[src/rtl/dll_acq_pkg.sv]
package dll_acq_pkg;

    typedef enum logic [2:0] {
        ST_RESET   = 3'd0,
        ST_PRESET  = 3'd1,
        ST_SETTLE  = 3'd2,
        ST_OBSERVE = 3'd3,
        ST_BOOST   = 3'd4,
        ST_TRACK   = 3'd5
    } acq_state_e;

    typedef struct packed {
        logic preset;
        logic invert;
        logic boost;
        logic locked;
    } acq_ctrl_t;

    // Round a duration up to whole clock cycles.
    function automatic int cycles_for(input int dur_ps, input int period_ps);
        return (dur_ps + period_ps - 1) / period_ps;
    endfunction

    function automatic int max3(input int a, input int b, input int c);
        int m;
        m = (a > b) ? a : b;
        return (m > c) ? m : c;
    endfunction

endpackage

[src/rtl/dll_acq_sync.sv]
module dll_acq_sync #(
    parameter int STAGES = 2
) (
    input  logic clk,
    input  logic rst,
    input  logic d_i,
    output logic q_o
);
    logic [STAGES-1:0] chain_q;

    generate
        if (STAGES == 1) begin : g_one
            always_ff @(posedge clk) begin
                if (rst) chain_q <= '0;
                else     chain_q <= d_i;
            end
        end else begin : g_many
            always_ff @(posedge clk) begin
                if (rst) chain_q <= '0;
                else     chain_q <= {chain_q[STAGES-2:0], d_i};
            end
        end
    endgenerate

    assign q_o = chain_q[STAGES-1];
endmodule

[src/rtl/dll_acq_timer.sv]
module dll_acq_timer #(
    parameter int CW = 8
) (
    input  logic          clk,
    input  logic          rst,
    input  logic          load_i,
    input  logic [CW-1:0] value_i,
    output logic          done_o
);
    logic [CW-1:0] cnt_q;

    always_ff @(posedge clk) begin
        if (rst)               cnt_q <= '0;
        else if (load_i)       cnt_q <= value_i;
        else if (cnt_q != '0)  cnt_q <= cnt_q - 1'b1;
    end

    assign done_o = (cnt_q == '0);
endmodule

[src/rtl/dll_acq_fsm.sv]
module dll_acq_fsm
    import dll_acq_pkg::*;
#(
    parameter int SETTLE_CYCLES = 8,
    parameter int VOTE_CYCLES   = 16,
    parameter int BOOST_CYCLES  = 60,
    parameter int CW            = 7
) (
    input  logic          clk,
    input  logic          rst,
    input  logic          ref_active_i,
    input  logic          pd_down_i,
    input  logic          tmr_done_i,
    output logic          tmr_load_o,
    output logic [CW-1:0] tmr_value_o,
    output acq_ctrl_t     ctrl_o
);
    localparam logic [CW-1:0] SETTLE_LOAD = CW'(SETTLE_CYCLES - 1);
    localparam logic [CW-1:0] VOTE_LOAD   = CW'(VOTE_CYCLES - 1);
    localparam logic [CW-1:0] BOOST_LOAD  = CW'(BOOST_CYCLES - 1);

    acq_state_e state_q, state_d;
    logic       seen_q, seen_d;
    logic       invert_q, invert_d;
    logic       running;

    always_ff @(posedge clk) begin
        if (rst) begin
            state_q  <= ST_RESET;
            seen_q   <= 1'b0;
            invert_q <= 1'b0;
        end else begin
            state_q  <= state_d;
            seen_q   <= seen_d;
            invert_q <= invert_d;
        end
    end

    assign running = (state_q == ST_SETTLE) || (state_q == ST_OBSERVE) ||
                     (state_q == ST_BOOST)  || (state_q == ST_TRACK);

    always_comb begin
        state_d     = state_q;
        seen_d      = seen_q;
        invert_d    = invert_q;
        tmr_load_o  = 1'b0;
        tmr_value_o = '0;
        unique case (state_q)
            ST_RESET: begin
                state_d  = ST_PRESET;
                seen_d   = 1'b0;
                invert_d = 1'b0;
            end
            ST_PRESET: begin
                seen_d   = 1'b0;
                invert_d = 1'b0;
                if (ref_active_i) begin
                    state_d     = ST_SETTLE;
                    tmr_load_o  = 1'b1;
                    tmr_value_o = SETTLE_LOAD;
                end
            end
            ST_SETTLE: begin
                if (tmr_done_i) begin
                    state_d     = ST_OBSERVE;
                    tmr_load_o  = 1'b1;
                    tmr_value_o = VOTE_LOAD;
                end
            end
            ST_OBSERVE: begin
                seen_d = seen_q | pd_down_i;
                if (tmr_done_i) begin
                    state_d     = ST_BOOST;
                    invert_d    = seen_q | pd_down_i;
                    tmr_load_o  = 1'b1;
                    tmr_value_o = BOOST_LOAD;
                end
            end
            ST_BOOST: begin
                if (tmr_done_i) state_d = ST_TRACK;
            end
            ST_TRACK: begin
                state_d = ST_TRACK;
            end
            default: state_d = ST_RESET;
        endcase
        if (running && !ref_active_i) begin
            state_d    = ST_PRESET;
            seen_d     = 1'b0;
            invert_d   = 1'b0;
            tmr_load_o = 1'b0;
        end
    end

    always_comb begin
        ctrl_o.preset = (state_q == ST_RESET) || (state_q == ST_PRESET);
        ctrl_o.invert = invert_q;
        ctrl_o.boost  = (state_q == ST_BOOST);
        ctrl_o.locked = (state_q == ST_TRACK);
    end
endmodule

[src/rtl/dll_acq_ctrl.sv]
module dll_acq_ctrl
    import dll_acq_pkg::*;
#(
    parameter int SYNC_STAGES   = 2,
    parameter int SETTLE_CYCLES = 8,
    parameter int VOTE_CYCLES   = 16,
    parameter int CLK_PERIOD_PS = 5000,
    parameter int BOOST_TIME_PS = 300000
) (
    input  logic clk,
    input  logic rst,
    input  logic ref_active_i,
    input  logic pd_down_i,
    output logic preset_o,
    output logic invert_o,
    output logic boost_o,
    output logic locked_o
);
    localparam int BOOST_CYCLES = cycles_for(BOOST_TIME_PS, CLK_PERIOD_PS);
    localparam int MAX_COUNT    = max3(SETTLE_CYCLES, VOTE_CYCLES, BOOST_CYCLES);
    localparam int CW           = $clog2(MAX_COUNT) + 1;

    logic          pd_sync;
    logic          tmr_load;
    logic [CW-1:0] tmr_value;
    logic          tmr_done;
    acq_ctrl_t     ctrl;

    dll_acq_sync #(.STAGES(SYNC_STAGES)) u_sync (
        .clk (clk),
        .rst (rst),
        .d_i (pd_down_i),
        .q_o (pd_sync)
    );

    dll_acq_timer #(.CW(CW)) u_timer (
        .clk     (clk),
        .rst     (rst),
        .load_i  (tmr_load),
        .value_i (tmr_value),
        .done_o  (tmr_done)
    );

    dll_acq_fsm #(
        .SETTLE_CYCLES (SETTLE_CYCLES),
        .VOTE_CYCLES   (VOTE_CYCLES),
        .BOOST_CYCLES  (BOOST_CYCLES),
        .CW            (CW)
    ) u_fsm (
        .clk          (clk),
        .rst          (rst),
        .ref_active_i (ref_active_i),
        .pd_down_i    (pd_sync),
        .tmr_done_i   (tmr_done),
        .tmr_load_o   (tmr_load),
        .tmr_value_o  (tmr_value),
        .ctrl_o       (ctrl)
    );

    assign preset_o = ctrl.preset;
    assign invert_o = ctrl.invert;
    assign boost_o  = ctrl.boost;
    assign locked_o = ctrl.locked;
endmodule

[config.mk]
export PLATFORM = sky130hd
export DESIGN_NAME = dll_acq_ctrl
export DESIGN_NICKNAME = d
export VERILOG_FILES = /design/src/rtl/dll_acq_pkg.sv /design/src/rtl/dll_acq_sync.sv /design/src/rtl/dll_acq_timer.sv /design/src/rtl/dll_acq_fsm.sv /design/src/rtl/dll_acq_ctrl.sv
export SDC_FILE = /design/constraint.sdc
export NUM_CORES = 1
export LEC_CHECK = 0
export CAP_MARGIN = 20
export CORE_MARGIN = 2
export CORE_UTILIZATION = 53
export DETAILED_ROUTE_END_ITERATION = 16
export PLACE_DENSITY = 0.86
export SKIP_CTS_REPAIR_TIMING = 1
export SYNTH_ARGS = -nofsm -noshare
export SYNTH_HDL_FRONTEND = slang
export SYNTH_SLANG_ARGS = --single-unit
[constraint.sdc]
create_clock -name clk -period 1.74 [get_ports clk]
set_input_delay 0.348 -clock clk [delete_from_list [all_inputs] [get_ports clk]]
set_output_delay 0.348 -clock clk [all_outputs]
set_load 0.03 [all_outputs]
Word-level counts from Yosys, hierarchy flattened
Cells that the tools add are included.
- reductions and logical operators: 17
- add/sub/neg operators: 1
- multiplexer cells: 19
- bitwise gates (word level): 1
- equal/unequal tests: 13
- operator list (cell ; count):
    $pmux W7 S3 ; 1
    $pmux W3 S6 ; 1
    $mux W3 ; 5
    $mux W7 ; 2
    $reduce_and A4 Y1 ; 2
    $logic_not A7 Y1 ; 1
    $reduce_bool A7 Y1 ; 1
    $sub A7 B1 Y7 const B ; 1
    $eq A3 B2 Y1 const B ; 2
    $eq A3 B3 Y1 const B ; 2
    $mux W6 ; 1
    $ne A2 B2 Y1 const B ; 3
    $ne A3 B3 Y1 const B ; 2
    $pmux W1 S2 ; 3
    $reduce_or A2 Y1 ; 3
    $mux W1 ; 5
    $logic_or A1 B1 Y1 ; 4
    $mux W4 ; 1
    $reduce_bool A2 Y1 ; 2
    $eq A3 B1 Y1 const B ; 1
    $logic_not A3 Y1 ; 1
    $ne A3 B1 Y1 const B ; 1
    $ne A3 B2 Y1 const B ; 1
    $ne A2 B1 Y1 const B ; 1
    other kinds (4) ; 4
- logic and storage cells: 57
- bits in registers: 14
- output and inout port bits: 4

Depth between registers and ports, before layout
- word-level depth: 7
- mapped depth: 7
- gate-level depth less buffers: 6

By module
A second synthesis with hierarchy kept.
- cells, all modules: 96
- area total of the unflattened synthesis: 844.6 um2
- modules (own cells, without submodules) (module ; seq. area each (um2) ; cells each ; area each (um2) ; instances):
    dll_acq_timer ; 140.1 ; 47 ; 399.1 ; 1
    dll_acq_fsm ; 100.1 ; 45 ; 392.9 ; 1
    dll_acq_sync ; 40.0 ; 4 ; 52.6 ; 1

Worst setup path before layout
Ideal clock, no wire load.
- path kind: reg2reg
- start: register u_timer.cnt_q[0]
- end: register u_timer.cnt_q[3]
- data required time: 1.649 ns
- stages on the path, launching flop included: 8
- clock period less this slack: 1.461 ns
- setup time: 0.091 ns
- path buffers: 1
- arrival time: 1.370 ns
- setup slack: 0.279 ns
- cells stage by stage: dfxtp_1 -> inv_1 -> ha_1 -> nor2b_1 -> and2_1 -> buf_4 -> a21o_1 -> a311oi_1
- word-level cells in the longest chain between the ends: 5
- elaborated cells on any way between the ends: 12
- ends and longest elaborated chain (item ; line ; text):
    start, declared ; dll_acq_timer.sv:10 ; logic [CW-1:0] cnt_q;
    start signal, assigned ; dll_acq_timer.sv:14 ; else if (load_i) cnt_q <= value_i;
    start signal, assigned ; dll_acq_timer.sv:15 ; else if (cnt_q != '0) cnt_q <= cnt_q - 1'b1;
    parallel branches: the longest is 5 deep, another holds $sub A7 B1 Y7 ; -- ;
Parallel ways; which one is timed is not known. The select of a mux whose other input is x is not followed.
A chain may end at the register's enable or synchronous reset.

Final worst setup path
- start: register u_fsm.invert_q
- end: output port invert_o
- RTL lines (item ; line ; text):
    start, declared ; dll_acq_fsm.sv:24 ; logic invert_q, invert_d;
    start signal, assigned ; dll_acq_fsm.sv:35 ; invert_q <= invert_d;
    end, declared ; dll_acq_ctrl.sv:15 ; output logic invert_o,
No word-level cell between the ends.

==> impl_metrics.ini <==
[setup_path]
arrival_ns = 1.30
ff2ff_setup_slack_ns = 0.13
ff2ff_path_depth = 6
critical_path.endpoint = invert_o
r2r-start = u_timer.cnt_q[0]$_SDFFE_PP0P_
critical_path.max_stage_delay_ns = 0.67
reg2reg_to = u_timer.cnt_q[2]$_SDFFE_PP0P_
critPathCaptureType = primary output
cp_num_buf_inv = 1
cp_max_fo = 2
critPathTopFamily = buffers and inverters
path_class = reg -> out
path_cells = clkdlybuf4s50_1
critPathLaunchType = flip-flop
crit_path_start = u_fsm.invert_q$_SDFFE_PP0P_
path_depth = 1
cp_slowest_cell = clkdlybuf4s50_1
worst_ep_required_time_ns = 1.39

[timing]
worst_slack_ns = 0.0953
skew_ns = 0.00160
hold_viol = 0
fin_crit_sh_pct = 94.5
max_slew_margin_pct = 73.7
fin_crit_ns = 1.64
timing_worst_slew_pin_value_ns = 0.392
slew_violations = 0
fmax_mhz = 608
setup_viol = 0

[clock_tree]
cts_sinks = 14
worstSkewPairLatency_ns = 0.28
path_clk_slew_ns = 0.08
h-tree-depth = 1
clk_path_buf_depth = 2
cts_buffers = 3
cts_tree = built
clockRootBuffer = clkbuf_4

[global_route]
grt_pass1_wl_um = 2410
antenna_found_initial = 0
grt_pass1_vias = 598
grt_usage_pct = 18.2
grt_max_degree = 9
grt_overflow = 0

[cells_and_area]
layout_common_cells = dfxtp_1 (14), a21oi_1 (7), buf_4 (7)
final_util_pct = 68.0
fill_cells = 96
multi_input_area_um2 = 429
final_area_um2 = 896
num_antenna_cells = 0
stdcell_count = 109
drive_gt1_share_pct = 18.1
nNetsFinal = 102
register_area_um2 = 280
layout_commonest_cell = dfxtp_1
syn2layout_area_growth_pct = 19.7

[placed_design]
place_hpwl_um = 1090
dpl_cell_area_um2 = 865
io_buffer_count = 7
dp_cells = 106
gp_congestion = 0.842
dp_slack_ns = 0.111

[synthesis]
synth.avg_cell_area_um2 = 9.12
ys_ff_latch = 14
syn-instance-count = 82
synth-edff-count = 0
async_flop_share_pct = 0
syn_area_um2 = 748
ys.flop_type = dfxtp_1
yosys.cell_types.count = 37
synth_nets = 88
ys_warn_count = 0
seq_area_frac_synth_pct = 37.5

[floorplan]
core_area_um2 = 1320
fp.dieH_um = 41.6
die_w_um = 41.6
num_rows = 13
initial_core_util_pct = 56.8
die_area_um2 = 1730
io_pins = 8

[worst_hold_path]
hold_path.class = reg -> reg

[drt]
drt_iter0_drc = 9
drt_pass1_iterations = 4
routedWlPerCell_um = 13.6
ant_nets = 0
avgViaCountPerCell = 5.76
routed_wl_um = 1490
drcViolationCount = 0
vias = 628

[job]
maxCapViolCount = 0

[power]
leakage_nw = 0.416
power_density_nw_per_um2 = 1400
ir_drop_v = 0.000576

[run_status]
status = finished, final reports clean
synthesized netlist by cell type (2+ instances only):
| master | instances | area share [%] |
|---|---|---|
| inv_1 | 4 | 2.0 |
| o31ai_1 | 2 | 2.0 |
| xnor2_1 | 2 | 2.3 |
| o21ai_0 | 3 | 2.0 |
| buf_2 | 2 | 1.3 |
| a21o_1 | 2 | 2.0 |
| clkbuf_1 | 2 | 1.0 |
| dfxtp_1 | 14 | 37 |
| a21oi_1 | 7 | 4.7 |
| ha_1 | 2 | 3.3 |
| nor2b_1 | 4 | 3.3 |
| and3_1 | 3 | 2.5 |
| xor2_1 | 3 | 3.5 |
| nand2b_1 | 2 | 1.7 |
| nor2_1 | 4 | 2.0 |
| nand2_1 | 4 | 2.0 |
| a311oi_1 | 2 | 2.3 |
cell type report:
class,instances,area share (%)
repair buffers,14,14.5
multi-input cells,59,47.9
flip-flops and latches,14,31.3
well taps,15,2.09
inverters,4,1.68
clock buffers,3,2.51
worst min path at each step:
| stage | startpoint | endpoint | slack [ns] | cells past startpoint |
|---|---|---|---|---|
| 3_5_place_dp | u_sync.chain_q[0]$_SDFF_PP0_ | u_sync.chain_q[1]$_SDFF_PP0_ | 0.46 | 1 |
| 2_1_floorplan | u_sync.chain_q[0]$_SDFF_PP0_ | u_sync.chain_q[1]$_SDFF_PP0_ | 0.41 | 1 |
| 6_report | u_sync.chain_q[0]$_SDFF_PP0_ | u_sync.chain_q[1]$_SDFF_PP0_ | 0.46 | 1 |
| 3_3_place_gp | u_sync.chain_q[0]$_SDFF_PP0_ | u_sync.chain_q[1]$_SDFF_PP0_ | 0.42 | 1 |
| 4_1_cts | u_sync.chain_q[0]$_SDFF_PP0_ | u_sync.chain_q[1]$_SDFF_PP0_ | 0.47 | 1 |
| 5_1_grt | u_sync.chain_q[0]$_SDFF_PP0_ | u_sync.chain_q[1]$_SDFF_PP0_ | 0.48 | 1 |
cells by family (layout without fill, tap and decap cells):
| group | after synthesis | after routing | share of synthesized area [%] |
|---|---|---|---|
| multiplexers | 2 | 2 | 3.34 |
| AO/OA/AOI/OAI | 24 | 24 | 22.7 |
| adder cells (fa/ha/maj) | 2 | 2 | 3.34 |
| flip-flops | 14 | 14 | 37.5 |
| AND/OR/NAND/NOR | 26 | 26 | 21.9 |
| buffers and inverters | 9 | 21 | 5.35 |
| XOR/XNOR | 5 | 5 | 5.85 |
routing by layer:
layer	GRT usage [%]	up-vias	routed length, um
li1	-	316	-
met5	0	-	0
met1	21.2	288	663
met4	13.5	0	55
met2	29.1	17	703
met3	3.91	7	62
power breakdown:
| group | internal (W) | switching (W) | total (W) | leakage [nW] |
|---|---|---|---|---|
| clock network | 0.0000804 | 0.0000994 | 0.000180 | 0.0138 |
| registers | 0.000389 | 0.0000712 | 0.000460 | 0.115 |
| logic | 0.000302 | 0.000315 | 0.000617 | 0.287 |
through the flow:
| step | total power, W | setup TNS, ns | hold WS (ns) |
|---|---|---|---|
| after floorplan | 0.000962 | 0 | 0.414 |
| after global placement | 0.00106 | 0 | 0.420 |
| after detailed placement | 0.00107 | 0 | 0.458 |
| after CTS | 0.00125 | -0.518 | 0.469 |
| after global routing | 0.00133 | -0.000868 | 0.477 |
| final | 0.00126 | 0 | 0.462 |
registers in the layout, summed over array words and instances, names as in the netlist:
signal,count
u_sync.chain_q,2
u_timer.cnt_q,7
u_fsm.state_q,3
u_fsm.invert_q,1
u_fsm.seen_q,1
(Power assumes the default switching activity.)
